<file path="src/rtl/sf_pkg.sv">
package sf_pkg;
  localparam int F32_W      = 32;
  localparam int F32_EXP_W  = 8;
  localparam int F32_MAN_W  = 23;
  localparam int F32_BIAS   = 127;
  localparam logic [F32_W-1:0] F32_ONE = 32'h3F80_0000;

  function automatic int sf_bias(input int exp_w);
    return (1 << (exp_w - 1)) - 1;
  endfunction
endpackage

</file>
<file path="src/rtl/sf_denorm_norm.sv">
module sf_denorm_norm
  import sf_pkg::*;
#(
  parameter int MAN_W = 6,
  parameter int EXP_W = 5
) (
  input  logic [MAN_W-1:0]     man,
  output logic [F32_EXP_W-1:0] exp_f,
  output logic [MAN_W-1:0]     frac
);
  localparam int ADJ      = F32_BIAS - sf_sf_bias_w();
  localparam int EXP_BASE = ADJ + 1 - MAN_W;

  function automatic int sf_sf_bias_w();
    return sf_bias(EXP_W);
  endfunction

  int lead;

  always_comb begin
    lead = 0;
    for (int i = 0; i < MAN_W; i++) begin
      if (man[i]) lead = i;
    end
    frac  = man << (MAN_W - lead);
    exp_f = F32_EXP_W'(EXP_BASE + lead);
  end


  always_comb begin
    if (man != '0) begin
      denorm_range_chk: assert (int'(exp_f) >= EXP_BASE && int'(exp_f) < EXP_BASE + MAN_W);
    end
  end
endmodule

</file>
<file path="src/rtl/sf_chan_decode.sv">
module sf_chan_decode
  import sf_pkg::*;
#(
  parameter int MAN_W = 6,
  parameter int EXP_W = 5
) (
  input  logic [EXP_W+MAN_W-1:0] code,
  output logic [F32_W-1:0]       f32
);
  localparam int CW   = EXP_W + MAN_W;
  localparam int FPAD = F32_MAN_W - MAN_W;
  localparam int ADJ  = F32_BIAS - sf_bias(EXP_W);

  logic [EXP_W-1:0]     e;
  logic [MAN_W-1:0]     m;
  logic [F32_EXP_W-1:0] dn_exp;
  logic [MAN_W-1:0]     dn_frac;

  assign e = code[CW-1:MAN_W];
  assign m = code[MAN_W-1:0];

  sf_denorm_norm #(.MAN_W(MAN_W), .EXP_W(EXP_W)) norm_i (
    .man   (m),
    .exp_f (dn_exp),
    .frac  (dn_frac)
  );

  always_comb begin
    if (e == '1)
      f32 = {1'b0, {F32_EXP_W{1'b1}}, m, {FPAD{1'b0}}};
    else if (e == '0)
      f32 = (m == '0) ? '0 : {1'b0, dn_exp, dn_frac, {FPAD{1'b0}}};
    else
      f32 = {1'b0, F32_EXP_W'(e) + F32_EXP_W'(ADJ), m, {FPAD{1'b0}}};
  end

  always_comb begin

    sign_zero_chk: assert (f32[F32_W-1] == 1'b0);

    if (e == '1) begin
      special_exp_chk: assert (f32[F32_W-2 -: F32_EXP_W] == '1 && f32[F32_MAN_W-1 -: MAN_W] == m);
    end

    if (code == '0) begin
      zero_out_chk: assert (f32 == '0);
    end
  end
endmodule

</file>
<file path="src/rtl/packed_sf_decoder.sv">
module packed_sf_decoder
  import sf_pkg::*;
#(
  parameter int EXP_W   = 5,
  parameter int RG_MAN_W = 6,
  parameter int B_MAN_W  = 5
) (
  input  logic        clk,
  input  logic        rst,
  input  logic        in_valid,
  input  logic [31:0] in_word,
  output logic        out_valid,
  output logic [31:0] red_f32,
  output logic [31:0] green_f32,
  output logic [31:0] blue_f32,
  output logic [31:0] alpha_f32
);
  localparam int RG_W  = EXP_W + RG_MAN_W;
  localparam int B_W   = EXP_W + B_MAN_W;
  localparam int NCH   = 3;

  logic [F32_W-1:0] dec_f32 [NCH];
  logic [F32_W-1:0] hold_f32 [NCH];

  for (genvar ch = 0; ch < NCH; ch++) begin : g_chan
    if (ch < 2) begin : g_rg
      sf_chan_decode #(.MAN_W(RG_MAN_W), .EXP_W(EXP_W)) dec_i (
        .code (in_word[ch*RG_W +: RG_W]),
        .f32  (dec_f32[ch])
      );
    end else begin : g_b
      sf_chan_decode #(.MAN_W(B_MAN_W), .EXP_W(EXP_W)) dec_i (
        .code (in_word[2*RG_W +: B_W]),
        .f32  (dec_f32[ch])
      );
    end

    always_ff @(posedge clk) begin
      if (in_valid) hold_f32[ch] <= dec_f32[ch];
    end
  end

  always_ff @(posedge clk) begin
    if (rst) begin
      out_valid <= 1'b0;
      alpha_f32 <= F32_ONE;
    end else begin
      out_valid <= in_valid;
      alpha_f32 <= F32_ONE;
    end
  end

  assign red_f32   = hold_f32[0];
  assign green_f32 = hold_f32[1];
  assign blue_f32  = hold_f32[2];


  valid_follow_chk: assert property (@(posedge clk) disable iff (rst)
    out_valid |-> $past(in_valid));

  reset_clear_chk: assert property (@(posedge clk) rst |=> !out_valid);

  hold_idle_chk: assert property (@(posedge clk) disable iff (rst)
    !in_valid |=> ($stable(red_f32) && $stable(green_f32) && $stable(blue_f32)));

  alpha_one_chk: assert property (@(posedge clk) disable iff (rst)
    out_valid |-> alpha_f32 == F32_ONE);
endmodule

</file>
<file path="config.mk">
export PLATFORM = sky130hd
export DESIGN_NAME = packed_sf_decoder
export DESIGN_NICKNAME = d
export VERILOG_FILES = /design/src/rtl/sf_pkg.sv /design/src/rtl/sf_denorm_norm.sv /design/src/rtl/sf_chan_decode.sv /design/src/rtl/packed_sf_decoder.sv
export SDC_FILE = /design/constraint.sdc
export NUM_CORES = 1
export LEC_CHECK = 0
export BUFFER_PORTS_ARGS = -buffer_cell sky130_fd_sc_hd__clkbuf_2
export CAP_MARGIN = 0
export CORE_ASPECT_RATIO = 0.5
export CORE_MARGIN = 2
export CORE_UTILIZATION = 35
export CTS_CLUSTER_SIZE = 28
export DETAILED_ROUTE_END_ITERATION = 12
export PLACE_DENSITY = 0.64
export SYNTH_ARGS = -nofsm -noshare
export SYNTH_HDL_FRONTEND = slang
export SYNTH_SLANG_ARGS = --single-unit
</file>
<file path="constraint.sdc">
create_clock -name clk -period 2.78 [get_ports clk]
set_input_delay 0.417 -clock clk [delete_from_list [all_inputs] [get_ports clk]]
set_output_delay 0.417 -clock clk [all_outputs]
set_load 0.1 [all_outputs]
</file>
==> results of run 1 <==
==> power by group through the flow <==
stage | Sequential (uW) | Clock, uW | Combinational, uW
3_3_place_gp | 727 | 0 | 1160
5_1_grt | 720 | 586 | 1200
6_report | 715 | 539 | 1170
4_1_cts | 716 | 556 | 1160
3_5_place_dp | 728 | 0 | 1160
2_1_floorplan | 1080 | 0 | 773
==> path summary, 6_finish.rpt <==
kind	start	to	slack, ps	cells after the start
setup / recovery	in_word[5]	hold_f32[0][21]	520	8
hold / removal	rst	out_valid	300	2
==> routing by layer <==
metal	wire length, um	track usage, %	vias up
met3	520	3.14	10
met2	2790	20.9	132
li1	-	-	1079
met5	0	0	-
met1	2440	14.7	993
met4	63	3.63	0
==> synthesized netlist by cell type, drive strengths merged, types with 2 or more instances <==
cell / number / share of area [%]
o22ai: 3 / 0.63
a211oi: 3 / 0.75
o41ai: 2 / 0.84
or3: 4 / 1.0
o21ai: 7 / 1.2
clkbuf: 7 / 0.88
nor3: 8 / 1.5
or2: 4 / 0.84
o21bai: 5 / 1.3
nand3: 5 / 0.84
inv: 17 / 2.1
nor2: 22 / 2.8
ha: 8 / 3.4
nand2b: 5 / 1.0
o311a: 2 / 0.67
a21o: 5 / 1.3
o31ai: 7 / 1.8
conb: 2 / 0.25
a22o: 4 / 1.2
a31oi: 2 / 0.42
o21a: 4 / 1.0
a32o: 2 / 0.67
buf: 94 / 24
nor4: 2 / 0.42
nand2: 16 / 2.0
a22oi: 3 / 0.75
a2bb2oi: 2 / 0.59
a21oi: 7 / 1.2
nor2b: 9 / 1.9
nor3b: 2 / 0.50
edfxtp: 38 / 38
==> flip-flops by register name, indices dropped and copies added (netlist names) <==
| register | count |
|---|---|
| hold_f32 | 38 |
| out_valid | 1 |
==> final cells by class <==
class                   instances  area [sq um]  share of cell area [%]
clock buffers                   8           136                    4.16
inverters                      17          63.8                    1.95
multi-input cells             242          1350                    41.2
flip-flops and latches         39          1160                    35.4
well taps                     112           140                    4.27
repair buffers                 82           425                    13.0
==> layout by cell type, fill, tap and decap left out, types with 3 or more instances in the layout <==
master	n
o22ai_1	3
o21a_1	4
clkbuf_2	76
a22o_1	4
nand2_1	16
o21ai_0	7
nor2b_1	9
o21bai_1	5
clkbuf_1	3
o31ai_1	7
nand3_1	5
inv_1	17
buf_4	6
nor2_1	22
clkbuf_16	5
edfxtp_1	38
ha_1	8
a211oi_1	3
or3_1	3
nor3_1	7
a21o_1	4
conb_1	87
nand2b_1	5
a21oi_1	7
a22oi_1	3
==> kinds of logic (layout without fill, tap and decap cells) <==
| family | count (synthesis) | in the layout | synth area share (%) |
|---|---|---|---|
| compound gates | 66 | 66 | 17.1 |
| fa+ha+maj | 8 | 8 | 3.35 |
| buf+inv | 118 | 107 | 26.5 |
| flops | 39 | 39 | 38.9 |
| other cells | 2 | 87 | 0.251 |
| simple gates | 81 | 81 | 14.0 |
==> worst max-delay path: stages <==
cell and delay (ps):
clkbuf_2 140, or2_2 380, nor2_1 160, ha_1 260, or4b_2 610, o311a_1 150, o31ai_1 70, a21oi_1 90
==> stage by stage <==
stage / hold slack, ps / util (%)
2_1_floorplan: 489 / -
3_3_place_gp: 574 / 38.6
6_report: 302 / 40.3
4_1_cts: 299 / 40.3
3_5_place_dp: 587 / 38.6
5_1_grt: 292 / 40.3
==> metrics.txt, run 1 <==
Peak Freq=0.443 GHz; Fillers=837; total core area=8140 sq um; hold buffer count at cts=0; Ports=164; unrepaired setup endpoints after global routing=no; Yosys reg bits=39; Pre-antenna DRT Iters=5; Period minus WS final=2260 ps; Worst-Margin Slew=982 ps; Post-DRT Antenna Nets=0; Post-synth EDFFs=38; period utilisation layout=81.2%; vias in the first global route=1894; worst min path class=input pin to flop; status=finished, final reports clean; post-synthesis sequential area ratio=38.9%; critical path peak fanout=8; Critical Path AT=2270 ps; placed cell count=492; register share of total power=29.6%; post-DP HPWL=4.52 mm; Site Rows=23; Synth Warn #=0; first-pass GRT wire length=9.14 mm; switch share=52.1%; input/output buffers=76; Via density=4.43; power share of the clock group=22.3%; initial antenna violation count=0; Pwr per Cell Area=738 nW/um^2; Wirelength per Cell=11.6 um; ANT cells=0; Synth cell types=51; Final GP Congestion=0.857; post_cts resized=0; Post-DP Area=3140 sq um; post-CTS setup repair buffer count=0; WP data required=2800 ps; Total GRT Usage=12.0%; crit end category=flop; Psw=1260 uW; Worst Setup Start Kind=input pin; Max-Cap Viols=0; Crit Path Category=input pin to flop; drt total wl=5.81 mm; largest net degree at the start of global routing=40; # DRC=0; Die ar.=9330 sq um; Pleak=0.00154 uW; synthesized area per cell=9.51 sq um; setup TNS=0 ps; area grow syn2layout=9.80%; routed vias=2214; post-synthesis instance total=314; total chip power=2420 uW; final hold vios=0; clk buf depth=2; Non-Filler Instances=500; Finished Cell Area=3280 sq um; maximum VDD drop=0.000288 V; Post-synth ARST share=0%; final count of pins violating max slew=0; Rel. slew slack=34.5%; mapped cell area=2990 sq um; combinational share of power=48.2%; P_int=1160 uW; Die Y=69.3 um; CTS tree=done; Layout Nets=430; final setup violation count=0; initial core utilization=36.7%; worst setup margin=522 ps; 1st-iter DRT viols=224; Synth Flop Type=edfxtp_1; die extent in x=135 um; CTS buffer count=5; clk sink count=39; H-tree depth=2; Root Driver=clkbuf_16; dpl ws=252 ps; layout cell share with drive strength beyond 1=25.3%; clock slew at the register clock pins of the worst setup and hold paths=50 ps; GRT overflow=0
(Power assumes the default switching activity.)
==> run 2, diff against run 1 <==
==> constraint.sdc (replaced) <==
create_clock -name clk -period 2.3 [get_ports clk]
set_input_delay 0.345 -clock clk [delete_from_list [all_inputs] [get_ports clk]]
set_output_delay 0.345 -clock clk [all_outputs]
set_load 0.1 [all_outputs]
==> run 2 against run 1 <==
Wire length is 1.0% higher. Count of clock-buffer cells in the layout is 3 lower. First-iteration DRC count stayed put. Non-clock buffer count is 11 higher. Die area stayed put. Sequential share of layout area is 1.1 points lower. Clock power is 19% higher. Critical path depth stayed put. Core utilization is 1.3 points higher. Largest power group unchanged. Cell area is 3.1% higher. Cell count is 2.2% higher. Sequential cell count stayed put.
==> metrics.txt, run 2 (synthesis results as in run 1) <==
status=finished, final reports clean (unchanged); post-CTS setup repair buffer count=0 (unchanged); routed vias=2228 (was 2214); register area=1160 sq um (unchanged); Crit Path Category=input pin to flop (unchanged); die extent in x=135 um (unchanged); clk sink count=39 (unchanged); commonest non-fill, non-tap cell in the layout=conb_1 (unchanged); post-DP HPWL=4.61 mm (was 4.52 mm); critical path peak fanout=4 (was 8); Die Y=69.3 um (unchanged); Site Rows=23 (unchanged); Pre-antenna DRT Iters=4 (was 5); CP bufs+invs=1 (unchanged); Final GP Congestion=0.850 (was 0.857); Pleak=0.00160 uW (was 0.00154 uW); final hold vios=0 (unchanged); total core area=8140 sq um (unchanged); clock slew at the register clock pins of the worst setup and hold paths=60 ps (was 50 ps); area occupied by multi-input gates=1370 sq um (was 1350 sq um); Layout Nets=441 (was 430); final setup violation count=0 (unchanged); max reg flops=38 (unchanged); Wirelength per Cell=11.5 um (was 11.6 um); vias in the first global route=1964 (was 1894); CTS buffer count=5 (unchanged); crit-path max cell delay=610 ps (about the same); HP Start=rst (unchanged); slowest CP cell=or4b_2 (unchanged); drt total wl=5.87 mm (was 5.81 mm); first-pass GRT wire length=9.39 mm (was 9.14 mm); clk buf depth=2 (unchanged); Max-Cap Viols=0 (unchanged); layout cell share with drive strength beyond 1=28.1% (was 25.3%); area grow syn2layout=13.2% (was 9.80%); ANT cells=0 (unchanged); WP data required=2320 ps (was 2800 ps); Total GRT Usage=12.3% (was 12.0%); Hold EP=out_valid (unchanged); most frequent cells in the layout=conb_1 (87), clkbuf_2 (76), edfxtp_1 (38) (unchanged); crit end category=flop (unchanged); largest net degree at the start of global routing=40 (unchanged); GRT overflow=0 (unchanged); Period minus WS final=2030 ps; CTS tree=done (unchanged); initial antenna violation count=0 (unchanged); hold buffer count at cts=0 (unchanged); Worst-Margin Slew=570 ps (was 982 ps); Peak Freq=0.493 GHz; unrepaired setup endpoints after global routing=no (unchanged); Non-Filler Instances=511 (was 500); initial core utilization=36.7% (unchanged); Critical Path AT=2050 ps (was 2270 ps); Via density=4.36 (was 4.43); H-tree depth=2 (unchanged); Die ar.=9330 sq um (unchanged); Ports=164 (unchanged); placed cell count=503 (was 492); critical-path cell list=clkbuf_2, or2_2, nor2_1, ha_1, or4b_2, o311a_1, o31ai_1, a21oi_1 (unchanged); Worst Setup Start Kind=input pin (unchanged); period utilisation layout=88.2%; Core Util, Final=41.5% (was 40.3%); Pwr per Cell Area=868 nW/um^2 (was 738 nW/um^2); final count of pins violating max slew=0 (unchanged); hold path depth=2 (unchanged); 1st-iter DRT viols=224 (unchanged); Post-DRT Antenna Nets=0 (unchanged); Largest regs=hold_f32: 38 flops, out_valid: 1 flops (unchanged); total chip power=2940 uW (was 2420 uW); Top reg by flops=hold_f32 (unchanged); worst min path class=input pin to flop (unchanged); # DRC=0 (unchanged); Crit path max-delay family=simple AND/OR/NAND/NOR gates (unchanged); Root Driver=clkbuf_16 (unchanged); Rel. slew slack=62.1% (was 34.5%); post_cts resized=0 (unchanged); input/output buffers=76 (unchanged); maximum VDD drop=0.000348 V (was 0.000288 V); Fillers=829 (was 837)
-- run 2: cell count changes in the layout (fill, tap and decap cells not counted), sizes merged --
cell	delta
buf	+11
clkbuf	-3
clkinv	+2
clkinvlp	+1
-- run 2: cell type report --
type                            count  share of cell area, %
Clock inverter                      3                  0.444
Sequential cell                    39                   34.3
Timing Repair Buffer               93                   15.0
Tap cell                          112                   4.14
Inverter                           17                   1.89
Clock buffer                        5                   3.70
Multi-Input combinational cell    242                   40.5
-- run 2: routing by layer --
| layer | up-vias | track usage (%) | routed length, um | share of wire, % |
|---|---|---|---|---|
| met3 | 11 | 2.92 | 465 | 7.9 |
| met1 | 1015 | 15.3 | 2500 | 43 |
| met4 | 0 | 3.74 | 104 | 1.8 |
| met5 | - | 0 | 0 | 0 |
| met2 | 104 | 21.0 | 2810 | 48 |
| li1 | 1098 | - | - | - |
-- run 2: how the worst max path moves through the flow --
stage	startpoint	end	slack, ps	cells past startpoint
3_3_place_gp	in_word[4]	hold_f32[0][21]	-2	8
6_report	in_word[4]	hold_f32[0][21]	270	8
5_1_grt	in_word[4]	hold_f32[0][21]	210	8
2_1_floorplan	in_word[5]	hold_f32[0][21]	40	8
3_5_place_dp	in_word[4]	hold_f32[0][21]	-20	8
4_1_cts	in_word[4]	hold_f32[0][21]	270	8
-- run 2: power by group --
group          total, uW  switching (uW)  internal [uW]  leakage, uW
clock network        644             250            393    0.0000649
logic               1430            1260            163      0.00115
registers            865            16.2            849     0.000380
-- run 2: per-stage QoR --
stage | worst slack, ps | TNS [ps] | instance area [sq um] | hold slack, ps
2_1_floorplan | 39.7 | 0 | 3320 | 417
3_3_place_gp | -1.77 | -1.77 | 3240 | 502
3_5_place_dp | -18.7 | -18.7 | 3240 | 506
4_1_cts | 273 | 0 | 3380 | 219
5_1_grt | 208 | 0 | 3380 | 230
6_report | 272 | 0 | 3380 | 226
